<file path="config.mk">
export PLATFORM = sky130hd
export DESIGN_NAME = trans_sig_analyzer
export DESIGN_NICKNAME = d
export VERILOG_FILES = /design/src/rtl/tsa_pkg.sv /design/src/rtl/tsa_edge_det.sv /design/src/rtl/tsa_sat_counter.sv /design/src/rtl/tsa_result.sv /design/src/rtl/trans_sig_analyzer.sv
export SDC_FILE = /design/constraint.sdc
export NUM_CORES = 1
export LEC_CHECK = 0
export ABC_AREA = 1
export BUFFER_PORTS_ARGS = -buffer_cell sky130_fd_sc_hd__buf_2
export CORE_UTILIZATION = 52
export DETAILED_ROUTE_END_ITERATION = 6
export HOLD_SLACK_MARGIN = 0.12
export PLACE_DENSITY = 0.87
export SLEW_MARGIN = 20
export SYNTH_ARGS = -nofsm -noshare
export SYNTH_HDL_FRONTEND = slang
export SYNTH_SLANG_ARGS = --single-unit
</file>
<file path="constraint.sdc">
create_clock -name clk_i -period 2.05 [get_ports clk_i]
set_input_delay 0.3075 -clock clk_i [delete_from_list [all_inputs] [get_ports clk_i]]
set_output_delay 0.3075 -clock clk_i [all_outputs]
set_load 0.005 [all_outputs]
</file>
<file path="src/rtl/tsa_pkg.sv">
package tsa_pkg;
   typedef enum logic {
      TSA_IDLE   = 1'b0,
      TSA_ACTIVE = 1'b1
   } tsa_state_e;

   localparam int TSA_MIN_W = 2;
   localparam int TSA_MAX_W = 32;
endpackage

</file>
<file path="src/rtl/tsa_edge_det.sv">
module tsa_edge_det (
   input  logic clk_i,
   input  logic rst_i,
   input  logic load_i,
   input  logic sample_i,
   input  logic din_i,
   output logic toggle_o
);
   logic prev_q;
   logic ref_ok_q;

   always_ff @(posedge clk_i) begin
      if (rst_i) begin
         prev_q   <= 1'b0;
         ref_ok_q <= 1'b0;
      end else if (load_i) begin
         prev_q   <= din_i;
         ref_ok_q <= 1'b1;
      end else if (sample_i) begin
         prev_q   <= din_i;
      end
   end

   assign toggle_o = sample_i && ref_ok_q && (din_i ^ prev_q);


   load_no_count_chk: assert property (@(posedge clk_i) disable iff (rst_i)
      load_i |-> !toggle_o);
endmodule

</file>
<file path="src/rtl/tsa_sat_counter.sv">
module tsa_sat_counter #(
   parameter int W = 8
) (
   input  logic         clk_i,
   input  logic         rst_i,
   input  logic         clr_i,
   input  logic         inc_i,
   output logic [W-1:0] cnt_o,
   output logic [W-1:0] cnt_nxt_o
);
   localparam logic [W-1:0] MAX_VAL = '1;
   localparam logic [W-1:0] ONE     = W'(1);

   logic [W-1:0] cnt_q;
   logic         at_max;

   generate
      if (W == 1) begin : g_narrow
         assign at_max = cnt_q[0];
      end else begin : g_wide
         assign at_max = &cnt_q;
      end
   endgenerate

   always_comb begin
      if (clr_i)
         cnt_nxt_o = '0;
      else if (inc_i && !at_max)
         cnt_nxt_o = cnt_q + ONE;
      else
         cnt_nxt_o = cnt_q;
   end

   always_ff @(posedge clk_i) begin
      if (rst_i) cnt_q <= '0;
      else       cnt_q <= cnt_nxt_o;
   end

   assign cnt_o = cnt_q;


   sat_hold_chk: assert property (@(posedge clk_i) disable iff (rst_i)
      (cnt_o == MAX_VAL && !clr_i) |=> cnt_o == MAX_VAL);

   no_wrap_chk: assert property (@(posedge clk_i) disable iff (rst_i)
      !clr_i |=> cnt_o >= $past(cnt_o));
endmodule

</file>
<file path="src/rtl/tsa_result.sv">
module tsa_result #(
   parameter int W = 8
) (
   input  logic         clk_i,
   input  logic         rst_i,
   input  logic         clr_i,
   input  logic         capture_i,
   input  logic [W-1:0] final_i,
   input  logic [W-1:0] expect_i,
   output logic         valid_o,
   output logic         pass_o
);
   always_ff @(posedge clk_i) begin
      if (rst_i || clr_i) begin
         valid_o <= 1'b0;
         pass_o  <= 1'b0;
      end else if (capture_i) begin
         valid_o <= 1'b1;
         pass_o  <= (final_i == expect_i);
      end
   end


   valid_after_end_chk: assert property (@(posedge clk_i) disable iff (rst_i)
      (capture_i && !clr_i) |=> valid_o);

   result_hold_chk: assert property (@(posedge clk_i) disable iff (rst_i)
      (valid_o && !clr_i) |=> (valid_o && $stable(pass_o)));
endmodule

</file>
<file path="src/rtl/trans_sig_analyzer.sv">
module trans_sig_analyzer
   import tsa_pkg::*;
#(
   parameter int CNT_W = 8
) (
   input  logic             clk_i,
   input  logic             rst_i,
   input  logic             start_i,
   input  logic             end_i,
   input  logic             din_i,
   input  logic [CNT_W-1:0] expect_i,
   output logic [CNT_W-1:0] sig_o,
   output logic             res_valid_o,
   output logic             pass_o
);
   tsa_state_e       state_q;
   logic             sample;
   logic             capture;
   logic             toggle;
   logic [CNT_W-1:0] cnt_nxt;

   initial begin
      width_param_chk: assert (CNT_W >= TSA_MIN_W && CNT_W <= TSA_MAX_W)
         else $error("CNT_W out of range");
   end

   assign sample  = (state_q == TSA_ACTIVE) && !start_i;
   assign capture = sample && end_i;

   always_ff @(posedge clk_i) begin
      if (rst_i)        state_q <= TSA_IDLE;
      else if (start_i) state_q <= TSA_ACTIVE;
      else if (capture) state_q <= TSA_IDLE;
   end

   tsa_edge_det i_edge (
      .clk_i    (clk_i),
      .rst_i    (rst_i),
      .load_i   (start_i),
      .sample_i (sample),
      .din_i    (din_i),
      .toggle_o (toggle)
   );

   tsa_sat_counter #(.W(CNT_W)) i_cnt (
      .clk_i     (clk_i),
      .rst_i     (rst_i),
      .clr_i     (start_i),
      .inc_i     (toggle),
      .cnt_o     (sig_o),
      .cnt_nxt_o (cnt_nxt)
   );

   tsa_result #(.W(CNT_W)) i_res (
      .clk_i     (clk_i),
      .rst_i     (rst_i),
      .clr_i     (start_i),
      .capture_i (capture),
      .final_i   (cnt_nxt),
      .expect_i  (expect_i),
      .valid_o   (res_valid_o),
      .pass_o    (pass_o)
   );


   reset_clear_chk: assert property (@(posedge clk_i)
      rst_i |=> (sig_o == '0 && !res_valid_o && !pass_o));

   first_bit_chk: assert property (@(posedge clk_i) disable iff (rst_i)
      start_i |=> (sig_o == '0 && !res_valid_o));

   idle_hold_chk: assert property (@(posedge clk_i) disable iff (rst_i)
      (state_q == TSA_IDLE && !start_i) |=> $stable(sig_o));
endmodule

</file>
==> run_results.csv, run 1 <==
group,metric,value,unit
status,status,"completed",
global_route,antenna_found_initial,0,
sta,fin_skew,0.00177,ns
power,p_seq_share,54.3,%
setup_path,startpoint_type,"flop",
flow_run,max_cap_viol_count,0,
sta,rsz0062_at_grt,"no",
synthesis,synth_top_area_share,27.4,%
finish,syn_to_final_growth,16.6,%
power,p_clk_share,33.5,%
place,portBuffers,22,
sta,fin_crit,1.78,ns
sta,fin_tns_setup,0,ns
power,ir_worst_vdd,0.319,mV
setup_path,cp.arrival,2.00,ns
synthesis,synthTopCellsByCount,"51 x nand2_1, 26 x inv_1, 19 x nor2_1, 15 x nand3_1, 13 x dfxtp_1",
finish,finalNetCount,193,
finish,final_area,0.00111,mm²
synthesis,yosysWarnings,0,
synthesis,synth_area_per_cell,6.16,µm²
synthesis,synth_compound_area_share,3.03,%
global_route,grt_max_degree,19,
detailed_routing,drc,0,
setup_path,crit_required,2.26,ns
die,rows,15,
power,swShare,26.4,%
global_route,grt_pass1_wl,3.46,mm
synthesis,syn_nets,168,
detailed_routing,dr_total_vias,983,
sta,setup_viol,0,
finish,drive_gt1_share,24.2,%
synthesis,yosys.area_share.xor_xnor,0.923,%
setup_path,end_kind,"flop",
place,hpwl,1.72,mm
cts,cts-root-buf,"clkbuf_4",
cts,cts_tree,"built",
synthesis,synth_top_family_by_area,"simple AND/OR/NAND/NOR gates",
detailed_routing,routed_wl,2.11,mm
cts,clockBufferDepth,2,
min_path,hp-class,"primary input to flop",
synthesis,ys_seq_area_share,27.4,%
cts,cts_made_buffers,3,
die,initial_core_util,54.9,%
cts,htreeDepth,1,
synthesis,synth-simple-area-share,54.2,%
sta,max_freq,560,MHz
synthesis,muxShareOfSynthArea,0,%
cts,clk_latency,0.27,ns
power,p_leak,0.626,nW
detailed_routing,dr.pass1.iters,4,
synthesis,synth_edf_count,0,
die,core_area,0.00173,mm²
setup_path,critical_path_class,"flop to flop",
die,die_w,44.7,µm
setup_path,path_max_fanout,8,
detailed_routing,drtAntennaViolNets,0,
sta,timing.final.ws_setup,0.266,ns
finish,n_antenna_cell,0,
sta,tightest_slew,0.359,ns
sta,finalHoldViolations,0,
synthesis,synth_fa_ha_area_share,1.32,%
finish,postLayoutCoreUtil,64.1,%
cts,cts_hold_buf,0,
global_route,grt_pass1_vias,923,
power,intPower,0.355,mW
place,dp_slack,0.224,ns
synthesis,synthesis.instances,154,
power,power,0.482,mW
setup_path,r2r_slack,0.27,ns
place,gp_congestion,0.846,
synthesis,yosys.cell_types.count,23,
synthesis,synth_top_cell_by_area,"dfxtp_1",
cts,cts.sinks,13,
synthesis,ys.flop_type,"dfxtp_1",
finish,fill_cells,153,
synthesis,ys_top_cells_by_area,"dfxtp_1 27%, nand2_1 20%, inv_1 10%",
global_route,grt_usage,23.0,%
global_route,overflow,0,
detailed_routing,drt_iter0_markers,18,
die,die_area,0.00200,mm²
synthesis,ys_async_sr_fraction,0,%
die,ios,23,
detailed_routing,wire_per_inst,10.4,µm
sta,slew_headroom,76.0,%
detailed_routing,vias_per_cell,4.84,
die,die_height,44.7,µm
synthesis,netlist_area,948,µm²
synthesis,ys_seq_elements,13,
power,p_comb_share,12.2,%
power,power_switching,0.127,mW
sta,fin_crit_sh,87.0,%
synthesis,yosysMostFrequentCell,"nand2_1",
sta,slew_violations,0,
cts,clk_pin_slew,0.08,ns
power,p_per_area,436,mW/mm²
place,place_area,0.00108,mm²
-- critical path, stage by stage (launching register included) --
cell	delay, ns
dfxtp_2	0.38
ha_1	0.19
nand2_1	0.11
nor2_2	0.15
nand2_4	0.11
nand2_4	0.11
nand2_1	0.05
nand2_1	0.11
nand3_1	0.08
nand2_1	0.07
nand2_1	0.04
nor2_1	0.09
nand3_1	0.10
a21oi_2	0.12
-- stage by stage --
step,instances,hold slack [ns]
finish,203,0.298
global route,203,0.346
CTS,203,0.297
detailed placement,199,0.440
global placement,199,0.438
floorplan,154,0.423
-- power by group through the flow --
stage	clock network, mW	logic, mW	registers, mW
4_1_cts	0.162	0.0596	0.262
5_1_grt	0.171	0.0665	0.263
3_5_place_dp	0	0.0595	0.268
2_1_floorplan	0	0.0366	0.267
3_3_place_gp	0	0.0562	0.267
6_report	0.161	0.0590	0.262
-- layout by cell type, fill, tap and decap left out --
cell	synthesis	final
nand2_1	51	51
inv_1	26	26
buf_2	1	22
nor2_1	19	19
nand3_1	15	15
dfxtp_1	13	11
nand4_1	5	5
nand3_2	4	4
clkbuf_4	0	3
o21ai_0	2	2
nor2_4	2	2
nand2_4	2	2
a21oi_1	2	2
nand4_2	2	2
dfxtp_2	0	2
nand2_2	1	1
nor2_2	1	1
inv_4	1	1
nand3_4	1	1
xor2_1	1	1
nor3_1	1	1
a21oi_2	1	1
ha_1	1	1
clkbuf_1	1	1
buf_4	0	1
-- worst paths after layout --
kind | from | end | cells past startpoint
worst max-delay path | i_cnt.cnt_o[0]$_SDFF_PP0_ | i_res.pass_o$_SDFFE_PP0P_ | 13
worst min-delay path | end_i | state_q$_SDFFE_PP0P_ | 4
worst max register to register | i_cnt.cnt_o[0]$_SDFF_PP0_ | i_res.pass_o$_SDFFE_PP0P_ | 13
worst min register to register | i_res.valid_o$_SDFFE_PP0P_ | i_res.valid_o$_SDFFE_PP0P_ | 2
-- state kept, by name (all words and copies together), names as in the netlist --
signal and flops:
i_edge.prev_q 1, i_res.pass_o 1, i_cnt.cnt_o 8, state_q 1, i_res.valid_o 1, i_edge.ref_ok_q 1
-- routing by layer --
layer  GRT usage (%)  wire (µm)  up-vias
li1                -          -      525
met1            25.4        879      438
met2            43.2       1160       18
met3            4.80         55        2
met4            7.88         10        0
met5               0          0        -
-- cells by family after synthesis --
kind of cell,after synthesis
buffers and inverters,30
AND/OR/NAND/NOR,104
AO/OA/AOI/OAI,5
XOR/XNOR,1
flip-flops,13
adder cells (fa/ha/maj),1
-- timing repair --
action / in CTS / in global routing
gates resized for setup: 0 / 2
setup endpoints to repair: 0 / 1
endpoints found under the hold margin: 0 / 0
buffers inserted: 0 / 0
-- final cells by class --
type	count	area, µm²	area share, %
multi-input combinational	111	564	51.0
tap	25	31.3	2.83
sequential	13	263	23.8
clock buffer	4	26.3	2.38
timing repair buffer	23	118	10.6
inverter	27	104	9.39
Power figures use the tool's default switching activity.
==> inputs of run 2 (changes only) <==
CAP_MARGIN = 20   (was default)
CORE_MARGIN = 1.5   (was default)
==> run 2 against run 1 <==
Effect of this change:
- combinational power is 0.7% lower
- utilization is 0.073 points lower
- clock power barely moved
- die area increased by 4.5%
- global-route usage is 0.43 points higher
- design area decreased by 0.11%
==> run_results.csv, run 2 (synthesized netlist as in run 1, its figures left out) <==
group,metric,value,unit
detailed_routing,wire_per_inst,10.4,µm
cts,htreeDepth,1,
sta,fin_skew,0.000657,ns
die,core_area,0.00173,mm²
global_route,grt_usage,23.4,%
power,p_leak,0.625,nW
sta,rsz0062_at_grt,"no",
place,portBuffers,22,
die,die_w,45.7,µm
status,status,"completed",
place,place_area,0.00108,mm²
die,initial_core_util,54.9,%
power,ir_worst_vdd,0.370,mV
sta,fin_tns_setup,0,ns
setup_path,end_kind,"flop",
power,p_per_area,436,mW/mm²
die,die_height,45.7,µm
cts,clk_pin_slew,0.08,ns
cts,cts_made_buffers,3,
cts,cts_tree,"built",
setup_path,max_stage_delay,0.41,ns
global_route,grt_pass1_vias,927,
detailed_routing,dr_total_vias,1016,
cts,cts.sinks,13,
setup_path,path_max_fanout,8,
finish,regArea,262,µm²
setup_path,critPathMostFrequentCell,"nand2_1",
sta,fin_crit_sh,92.0,%
setup_path,crit_required,2.27,ns
cts,clockBufferDepth,2,
sta,finalHoldViolations,0,
detailed_routing,drc,0,
detailed_routing,routed_wl,2.11,mm
sta,fin_crit,1.89,ns
detailed_routing,drtAntennaViolNets,0,
place,gp_congestion,0.827,
min_path,min-delay-start,"end_i",
setup_path,cp.arrival,2.10,ns
finish,final_common_cell,"nand2_1",
sta,max_freq,530,MHz
global_route,antenna_found_initial,0,
cts,cts-root-buf,"clkbuf_4",
setup_path,startpoint_type,"flop",
sta,tightest_slew,0.347,ns
finish,drive_gt1_share,23.6,%
place,hpwl,1.74,mm
min_path,hp-class,"primary input to flop",
setup_path,r2r-start,"i_cnt.cnt_o[1]$_SDFF_PP0_",
sta,setup_viol,0,
cts,clk_latency,0.27,ns
global_route,grt_pass1_wl,3.59,mm
setup_path,cp_top_family,"simple AND/OR/NAND/NOR gates",
finish,n_antenna_cell,0,
cts,cts_setup_buffers,0,
setup_path,path_buf_inv,0,
detailed_routing,dr.pass1.iters,4,
finish,multiInputGateArea,564,µm²
sta,slew_violations,0,
setup_path,startpoint,"i_cnt.cnt_o[1]$_SDFF_PP0_",
finish,final_cell_mix,"51 x nand2_1, 26 x inv_1, 22 x buf_2",
flow_run,max_cap_viol_count,0,
setup_path,path_cells,"ha_1, nand2_1, nor2_2, nand2_4, nand2_4, nand2_1, nand2_1, nand3_1, nand2_1, nand2_1, nor2_1, nand3_1, a21oi_2",
global_route,overflow,0,
finish,fill_cells,166,
finish,final_area,0.00110,mm²
detailed_routing,vias_per_cell,5.00,
die,rows,15,
finish,finalNetCount,193,
sta,slew_headroom,76.8,%
die,ios,23,
detailed_routing,drt_iter0_markers,30,
die,die_area,0.00209,mm²
finish,largest_reg_flops,8,
setup_path,critPathSlowestCell,"dfxtp_1",
finish,postLayoutCoreUtil,64.0,%
global_route,grt_max_degree,19,
finish,syn_to_final_growth,16.5,%
setup_path,critical_path_class,"flop to flop",
## run 2: cell counts in the layout (fill, tap and decap cells not counted)
Identical to the previous run, type by type.
## run 2: what timing repair did
item / in CTS / in global routing
hold buffers: 0 / 0
endpoints found under the setup margin: 0 / 1
resized for setup: 0 / 1
## run 2: per-stage QoR
step | setup slack, ns | std cells | power, mW | hold slack, ns
2_1_floorplan | 0.430 | 154 | 0.304 | 0.423
3_3_place_gp | 0.320 | 199 | 0.323 | 0.439
3_5_place_dp | 0.188 | 199 | 0.326 | 0.445
4_1_cts | 0.168 | 203 | 0.479 | 0.299
5_1_grt | 0.00385 | 203 | 0.500 | 0.321
6_report | 0.164 | 203 | 0.482 | 0.288
## run 2: layer usage
layer  share of wire, %  vias to the layer above  track usage, %
li1                   -                      530               -
met1                 44                      461            26.7
met2                 51                       19            41.7
met3                2.7                        6            4.37
met4                1.8                        0            10.9
met5                  0                        -               0
## run 2: path summary, 6_finish.rpt
check	endpoint	slack, ns	cells past startpoint
max	i_res.pass_o$_SDFFE_PP0P_	0.16	13
min	state_q$_SDFFE_PP0P_	0.29	4
max reg2reg	i_res.pass_o$_SDFFE_PP0P_	0.16	13
min reg2reg	i_res.valid_o$_SDFFE_PP0P_	0.45	2
## run 2: where the power goes
part | internal (mW) | leakage, nW | switching [mW]
combinational | 0.0222 | 0.504 | 0.0363
clock | 0.0754 | 0.0150 | 0.0860
sequential | 0.257 | 0.106 | 0.00449
total | 0.355 | 0.625 | 0.127
## run 2: area by class of cell
type                    count  area share [%]
inverters                  27            9.40
multi-input cells         111            51.1
repair buffers             23            10.6
clock buffers               4            2.38
well taps                  25            2.83
flip-flops and latches     13            23.7
## run 2: worst min-delay path: stages
cell and delay [ns]:
buf_2 0.07, nand2_1 0.04, inv_1 0.06, nor3_1 0.04
